===== src/rtl/rtc_pkg.sv =====
package rtc_pkg;

    typedef struct packed {
        logic [7:0] sec;
        logic [7:0] min;
        logic [7:0] hour;
        logic [7:0] day;
        logic [7:0] mon;
        logic [7:0] year;
        logic [7:0] wday;
    } rtc_time_t;

    localparam int NUM_TIME  = 7;
    localparam int NUM_ALARM = 6;
    localparam int A_TIME    = 0;
    localparam int A_ALARM   = 8;
    localparam int A_CTRL    = 16;
    localparam int A_STAT    = 17;
    localparam int A_IEN     = 18;
    localparam int A_COMP_LO = 20;
    localparam int A_COMP_HI = 21;

    localparam rtc_time_t RESET_TIME = '{sec: 8'h00, min: 8'h00, hour: 8'h00,
                                         day: 8'h01, mon: 8'h01, year: 8'h00,
                                         wday: 8'h00};

    function automatic logic [6:0] bcd2bin(logic [7:0] b);
        return 7'(b[7:4]) * 7'd10 + 7'(b[3:0]);
    endfunction

    function automatic logic [7:0] bin2bcd(logic [6:0] v);
        return {4'(v / 7'd10), 4'(v % 7'd10)};
    endfunction

    function automatic logic [6:0] month_days(logic [6:0] mon, logic [6:0] yr);
        case (mon)
            7'd2:                     return (yr[1:0] == 2'b00) ? 7'd29 : 7'd28;
            7'd4, 7'd6, 7'd9, 7'd11:  return 7'd30;
            default:                  return 7'd31;
        endcase
    endfunction

    function automatic logic [7:0] get_field(rtc_time_t t, int idx);
        case (idx)
            0:       return t.sec;
            1:       return t.min;
            2:       return t.hour;
            3:       return t.day;
            4:       return t.mon;
            5:       return t.year;
            default: return t.wday;
        endcase
    endfunction

    function automatic rtc_time_t put_field(rtc_time_t t, int idx, logic [7:0] v);
        rtc_time_t r;
        r = t;
        case (idx)
            0:       r.sec  = v;
            1:       r.min  = v;
            2:       r.hour = v;
            3:       r.day  = v;
            4:       r.mon  = v;
            5:       r.year = v;
            default: r.wday = v;
        endcase
        return r;
    endfunction

endpackage


===== src/rtl/rtc_cal_step.sv =====
module rtc_cal_step
    import rtc_pkg::*;
(
    input  rtc_time_t cur,
    output rtc_time_t nxt
);

    always_comb begin
        logic [6:0] s, m, h, d, mo, y, w;
        s  = bcd2bin(cur.sec);
        m  = bcd2bin(cur.min);
        h  = bcd2bin(cur.hour);
        d  = bcd2bin(cur.day);
        mo = bcd2bin(cur.mon);
        y  = bcd2bin(cur.year);
        w  = bcd2bin(cur.wday);
        if (s != 7'd59) begin
            s = s + 7'd1;
        end else begin
            s = '0;
            if (m != 7'd59) begin
                m = m + 7'd1;
            end else begin
                m = '0;
                if (h != 7'd23) begin
                    h = h + 7'd1;
                end else begin
                    h = '0;
                    w = (w == 7'd6) ? 7'd0 : w + 7'd1;
                    if (d < month_days(mo, y)) begin
                        d = d + 7'd1;
                    end else begin
                        d = 7'd1;
                        if (mo != 7'd12) begin
                            mo = mo + 7'd1;
                        end else begin
                            mo = 7'd1;
                            y  = (y == 7'd99) ? 7'd0 : y + 7'd1;
                        end
                    end
                end
            end
        end
        nxt.sec  = bin2bcd(s);
        nxt.min  = bin2bcd(m);
        nxt.hour = bin2bcd(h);
        nxt.day  = bin2bcd(d);
        nxt.mon  = bin2bcd(mo);
        nxt.year = bin2bcd(y);
        nxt.wday = bin2bcd(w);
    end

endmodule


===== src/rtl/rtc_subsec.sv =====
module rtc_subsec #(
    parameter int TICKS_PER_SEC = 32768
) (
    input  logic        clk,
    input  logic        rst_n,
    input  logic        tick_en,
    input  logic        run,
    input  logic        comp_apply,
    input  logic [15:0] comp,
    output logic        sec_step
);

    localparam int SW = $clog2(TICKS_PER_SEC) + 18;
    localparam logic signed [SW-1:0] TOP = SW'(TICKS_PER_SEC - 1);
    localparam logic signed [SW-1:0] ONE = SW'(1);

    logic signed [SW-1:0] sub_q, sub_d;
    logic signed [SW-1:0] comp_ext;

    assign comp_ext = {{(SW-16){comp[15]}}, comp};
    assign sec_step = tick_en && run && (sub_q >= TOP);

    always_comb begin
        sub_d = sub_q;
        if (!run) begin
            sub_d = '0;
        end else if (tick_en) begin
            if (sub_q >= TOP)
                sub_d = comp_apply ? ((comp_ext > TOP) ? TOP : comp_ext) : '0;
            else
                sub_d = sub_q + ONE;
        end
    end

    always_ff @(posedge clk) begin
        if (!rst_n) sub_q <= '0;
        else        sub_q <= sub_d;
    end

    // a trimmed start never lies beyond the step threshold
    a_r9_sub_bounded: assert property (@(posedge clk) disable iff (!rst_n)
        sub_q <= TOP);

    // a stopped clock leaves the count at zero for the restart
    a_r10_stop_zero: assert property (@(posedge clk) disable iff (!rst_n)
        !run |=> (sub_q == '0) || run);

endmodule


===== src/rtl/rtc_calendar_core.sv =====
module rtc_calendar_core
    import rtc_pkg::*;
#(
    parameter int TICKS_PER_SEC = 32768,
    parameter int AW            = 5
) (
    input  logic          clk,
    input  logic          rst_n,
    input  logic          tick_en,
    input  logic          wr_en,
    input  logic [AW-1:0] addr,
    input  logic [7:0]    wdata,
    output logic [7:0]    rdata,
    output logic          alarm_irq,
    output logic          running
);

    typedef struct packed {
        rtc_time_t   tm;
        rtc_time_t   shadow;
        rtc_time_t   alarm;
        logic        run;
        logic        snap;
        logic        comp_en;
        logic        aflag;
        logic        ien;
        logic [15:0] comp;
    } core_regs_t;

    core_regs_t r_q, r_d;
    rtc_time_t  stepped;
    logic       sec_step;
    logic       comp_apply;

    assign comp_apply = r_q.comp_en && (r_q.tm.sec == 8'h00) && (r_q.tm.min == 8'h00);

    rtc_subsec #(.TICKS_PER_SEC(TICKS_PER_SEC)) u_subsec (
        .clk        (clk),
        .rst_n      (rst_n),
        .tick_en    (tick_en),
        .run        (r_q.run),
        .comp_apply (comp_apply),
        .comp       (r_q.comp),
        .sec_step   (sec_step)
    );

    rtc_cal_step u_step (
        .cur (r_q.tm),
        .nxt (stepped)
    );

    always_comb begin
        logic hit;
        r_d = r_q;
        hit = 1'b0;
        if (sec_step) begin
            r_d.tm = stepped;
            hit = {stepped.sec, stepped.min, stepped.hour, stepped.day, stepped.mon, stepped.year}
               == {r_q.alarm.sec, r_q.alarm.min, r_q.alarm.hour, r_q.alarm.day, r_q.alarm.mon, r_q.alarm.year};
        end
        if (wr_en) begin
            for (int i = 0; i < NUM_TIME; i++)
                if (addr == AW'(A_TIME + i) && !r_q.run)
                    r_d.tm = put_field(r_d.tm, i, wdata);
            for (int i = 0; i < NUM_ALARM; i++)
                if (addr == AW'(A_ALARM + i))
                    r_d.alarm = put_field(r_d.alarm, i, wdata);
            if (addr == AW'(A_CTRL)) begin
                r_d.run     = wdata[0];
                r_d.snap    = wdata[1];
                r_d.comp_en = wdata[2];
                if (wdata[1] && !r_q.snap)
                    r_d.shadow = r_q.tm;
            end
            if (addr == AW'(A_STAT) && wdata[1])
                r_d.aflag = 1'b0;
            if (addr == AW'(A_IEN))
                r_d.ien = wdata[0];
            if (addr == AW'(A_COMP_LO))
                r_d.comp[7:0] = wdata;
            if (addr == AW'(A_COMP_HI))
                r_d.comp[15:8] = wdata;
        end
        if (hit)
            r_d.aflag = 1'b1;
    end

    always_ff @(posedge clk) begin
        if (!rst_n) begin
            r_q        <= '0;
            r_q.tm     <= RESET_TIME;
            r_q.shadow <= RESET_TIME;
        end else begin
            r_q <= r_d;
        end
    end

    always_comb begin
        rdata = '0;
        for (int i = 0; i < NUM_TIME; i++)
            if (addr == AW'(A_TIME + i))
                rdata = get_field(r_q.shadow, i);
        for (int i = 0; i < NUM_ALARM; i++)
            if (addr == AW'(A_ALARM + i))
                rdata = get_field(r_q.alarm, i);
        if (addr == AW'(A_CTRL))    rdata = {5'b0, r_q.comp_en, r_q.snap, r_q.run};
        if (addr == AW'(A_STAT))    rdata = {6'b0, r_q.aflag, r_q.run};
        if (addr == AW'(A_IEN))     rdata = {7'b0, r_q.ien};
        if (addr == AW'(A_COMP_LO)) rdata = r_q.comp[7:0];
        if (addr == AW'(A_COMP_HI)) rdata = r_q.comp[15:8];
    end

    assign running   = r_q.run;
    assign alarm_irq = r_q.aflag && r_q.ien;

    // every completed second changes the live time
    a_r1_step_moves: assert property (@(posedge clk) disable iff (!rst_n)
        sec_step |=> r_q.tm != $past(r_q.tm));

    // seconds stay valid BCD below 60
    a_r2_sec_bcd: assert property (@(posedge clk) disable iff (!rst_n)
        (r_q.tm.sec[3:0] <= 4'd9) && (r_q.tm.sec <= 8'h59));

    // month stays 1-based
    a_r3_month_range: assert property (@(posedge clk) disable iff (!rst_n)
        (r_q.tm.mon >= 8'h01) && (r_q.tm.mon <= 8'h12));

    // stopped clock with no write keeps its time
    a_r4_stopped_holds: assert property (@(posedge clk) disable iff (!rst_n)
        (!r_q.run && !wr_en) |=> $stable(r_q.tm));

    // snapshot only moves on a rising snapshot bit
    a_r6_shadow_hold: assert property (@(posedge clk) disable iff (!rst_n)
        !(wr_en && addr == AW'(A_CTRL) && wdata[1] && !r_q.snap) |=> $stable(r_q.shadow));

    // flag persists until a clearing write
    a_r7_flag_sticky: assert property (@(posedge clk) disable iff (!rst_n)
        (r_q.aflag && !(wr_en && addr == AW'(A_STAT) && wdata[1])) |=> r_q.aflag);

endmodule


===== config.mk =====
export PLATFORM = sky130hd
export DESIGN_NAME = rtc_calendar_core
export DESIGN_NICKNAME = d
export VERILOG_FILES = /design/src/rtl/rtc_pkg.sv /design/src/rtl/rtc_cal_step.sv /design/src/rtl/rtc_subsec.sv /design/src/rtl/rtc_calendar_core.sv
export SDC_FILE = /design/constraint.sdc
export NUM_CORES = 1
export LEC_CHECK = 0
export BUFFER_PORTS_ARGS = -buffer_cell sky130_fd_sc_hd__buf_2
export CAP_MARGIN = 40
export CORE_MARGIN = 3
export CORE_UTILIZATION = 65
export CTS_CLUSTER_SIZE = 20
export DETAILED_ROUTE_END_ITERATION = 7
export PLACE_DENSITY_LB_ADDON = 0.15
export SLEW_MARGIN = 10
export SYNTH_ARGS = -nofsm -noshare
export SYNTH_HDL_FRONTEND = slang
export SYNTH_SLANG_ARGS = --single-unit

===== constraint.sdc =====
create_clock -name clk -period 9.3 [get_ports clk]
set_input_delay 0.93 -clock clk [delete_from_list [all_inputs] [get_ports clk]]
set_output_delay 0.93 -clock clk [all_outputs]
set_load 0.02 [all_outputs]

==> impl_metrics.env <==
export IMPL_outcome="complete, no violations"
export IMPL_via_per_inst=6.986
export IMPL_ys_seq_area_frac=0.2415
export IMPL_fin_total_pwr_uw=2074
export IMPL_syn_inst=2398
export IMPL_cts_max_level=1
export IMPL_worst_pin_slew_ps=898.4
export IMPL_drt_pre_antenna_iters=6
export IMPL_num_rows=59
export IMPL_ys_flop_type="dfxtp_1"
export IMPL_worst_setup_path_end_kind="flop"
export IMPL_met3_usage=0.06918
export IMPL_drt_iter0_markers=2340
export IMPL_clock_latency_ps=510
export IMPL_tns_ps=0
export IMPL_finalHoldViolations=0
export IMPL_hold_start="r_q[118]"
export IMPL_grt_max_degree=71
export IMPL_mostFrequentLayoutCells="nand2_1, dfxtp_1, a21oi_1"
export IMPL_rr_worst_depth=34
export IMPL_wl_per_cell_um=21.94
export IMPL_clockRootBuffer="clkbuf_16"
export IMPL_synth_edf_count=0
export IMPL_first_global_vias=17277
export IMPL_crit_path_start_kind="flop"
export IMPL_synth_cell_area_sq_um=17740
export IMPL_area_growth_pct=5.755
export IMPL_ant_nets=0
export IMPL_period_minus_slack_ps=8747
export IMPL_async_reset_ff_frac=0
export IMPL_grtUsageTotal=0.3949
export IMPL_drive_above_1_share=0.07146
export IMPL_crit_top_cell="ha_1"
export IMPL_synth_cell_types=106
export IMPL_final_nets=2450
export IMPL_cts_tree="built"
export IMPL_slew_headroom=0.4011
export IMPL_timing_fmax_ghz=0.1143
export IMPL_dieWidth_um=171.2
export IMPL_path_buf_inv=4
export IMPL_cp_top_family="compound AO/OA/AOI/OAI gates"
export IMPL_dp_hpwl_um=43450
export IMPL_hold_depth=2
export IMPL_start_util=0.6713
export IMPL_wl_um=58930
export IMPL_gp_congestion=0.9974
export IMPL_report_final_slew_viol_count=0
export IMPL_cts_buffers=22
export IMPL_cp_data_arrival_time_ps=9170
export IMPL_cap_violations=0
export IMPL_vias=18764
export IMPL_drc_errors=0
export IMPL_setup_viol=0
export IMPL_design_die_area_sq_um=29310
export IMPL_r2r_end="r_q[17]"
export IMPL_yosys_warnings=0
export IMPL_grt_pass1_wl_um=93470
export IMPL_avgSynthCellArea_sq_um=7.399
export IMPL_hold_path_class="reg2reg"
export IMPL_required_ps=9720
export IMPL_portBuffers=26
export IMPL_cts_max_path_buffers=3
export IMPL_ir_drop_uv=113.1
export IMPL_rrSetupSlack_ps=550
export IMPL_core_area_sq_um=26430
export IMPL_n_antenna_cell=0
export IMPL_gr_max_usage_layer="met2"
export IMPL_path_class="reg2reg"
export IMPL_rr_startpoint="r_q[156]"
export IMPL_final_common_cell="nand2_1"
export IMPL_ios=27
export IMPL_clk_pin_slew_ps=60
export IMPL_fin_util=0.7100
export IMPL_cp_max_fo=13
export IMPL_syn_num_nets=2511
export IMPL_overflow=0
export IMPL_hold_end="r_q[118]"
export IMPL_met2_usage=0.6305
export IMPL_cpMaxStageDelayCell="fa_1"
export IMPL_finalCritPeriodShare=0.9406
export IMPL_grt_met1_usage=0.5129
export IMPL_dieHeight_um=171.2
export IMPL_cp_slowest_stage_delay_ps=480
export IMPL_antenna_found_initial=1
export IMPL_skew_ps=9.203
export IMPL_rsz0062_at_grt="false"
export IMPL_leakage_uw=0.007109
export IMPL_ys_ff_latch=214
export IMPL_clkSinkCount=214
export IMPL_power_density_nw_per_um2=110.5
[power by group]
group          switching, uW  internal [uW]
combinational            150           70.0
sequential              7.77            921
clock                    374            552
total                    531           1540
[through the flow]
step                cells  setup WS, ps  instance area [sq um]  hold slack (ps)
floorplan            2398          1102                  17740            435.7
global route         2686         66.00                  18760            481.5
detailed placement   2645         556.6                  18000            448.6
global placement     2643         873.2                  17980            442.7
finish               2686         552.7                  18760            455.4
CTS                  2683         505.3                  18740            456.6
[worst max path at each step]
stage | endpoint | slack, ps | cells past startpoint | startpoint
5_1_grt | r_q[17] | 70 | 34 | r_q[156]
2_1_floorplan | r_q[17] | 1100 | 36 | r_q[156]
6_report | r_q[17] | 550 | 34 | r_q[156]
3_5_place_dp | r_q[17] | 560 | 36 | r_q[156]
3_3_place_gp | r_q[17] | 870 | 36 | r_q[156]
4_1_cts | r_q[17] | 510 | 36 | r_q[156]
[worst min-delay path, stage by stage (launching register included)]
cell and delay [ps]:
dfxtp_1 310, nand2_1 50, a21oi_1 50
[metal layers]
layer,vias up,wire length [um]
met3,254,5997
met5,-,11
met1,8755,23150
li1,8680,-
met4,2,3817
met2,1073,25940
[cell families (layout without fill, tap and decap cells)]
group | Yosys count | after routing | share of synthesized area
and+or+nand+nor | 992 | 992 | 0.2665
DFF | 214 | 214 | 0.2415
buffers and inverters | 207 | 160 | 0.04436
AOI/OAI and AO/OA | 716 | 716 | 0.2794
adders and majority gates | 98 | 98 | 0.07475
muxes | 56 | 56 | 0.03272
xor gates and xnor gates | 115 | 115 | 0.06079
[what timing repair did]
action                     CTS  global route
hold buffers                 0             0
buffers inserted             0             2
setup endpoints to repair    0             5
resized for setup            0             2
[final cells by class]
class / instances / area, sq um
timing repair buffer: 61 / 387.9
fill: 2236 / 7665
tap: 335 / 419.2
clock buffer: 30 / 621.8
multi-input combinational: 1977 / 12700
clock inverter: 8 / 121.4
inverter: 61 / 230.2
sequential: 214 / 4284
[synthesized netlist by cell type (15+ instances only)]
master / instances / area share
a211oi_1: 63 / 0.027
a21boi_0: 54 / 0.023
a21o_1: 19 / 0.0080
a21oi_1: 208 / 0.059
a22oi_1: 32 / 0.014
a31oi_1: 21 / 0.0074
and2_1: 31 / 0.011
and3_1: 34 / 0.012
clkbuf_1: 129 / 0.027
dfxtp_1: 214 / 0.24
ha_1: 82 / 0.058
inv_1: 60 / 0.013
mux2i_1: 43 / 0.024
nand2_1: 349 / 0.074
nand3_1: 146 / 0.041
nand4_1: 26 / 0.0092
nor2_1: 206 / 0.044
nor2b_1: 24 / 0.0085
nor3_1: 54 / 0.015
nor4_1: 17 / 0.0060
o211ai_1: 38 / 0.016
o21ai_0: 90 / 0.025
o31ai_1: 16 / 0.0068
or3_1: 16 / 0.0056
or4_1: 15 / 0.0063
xnor2_1: 64 / 0.032
xor2_1: 44 / 0.022
Power figures use the tool's default switching activity.
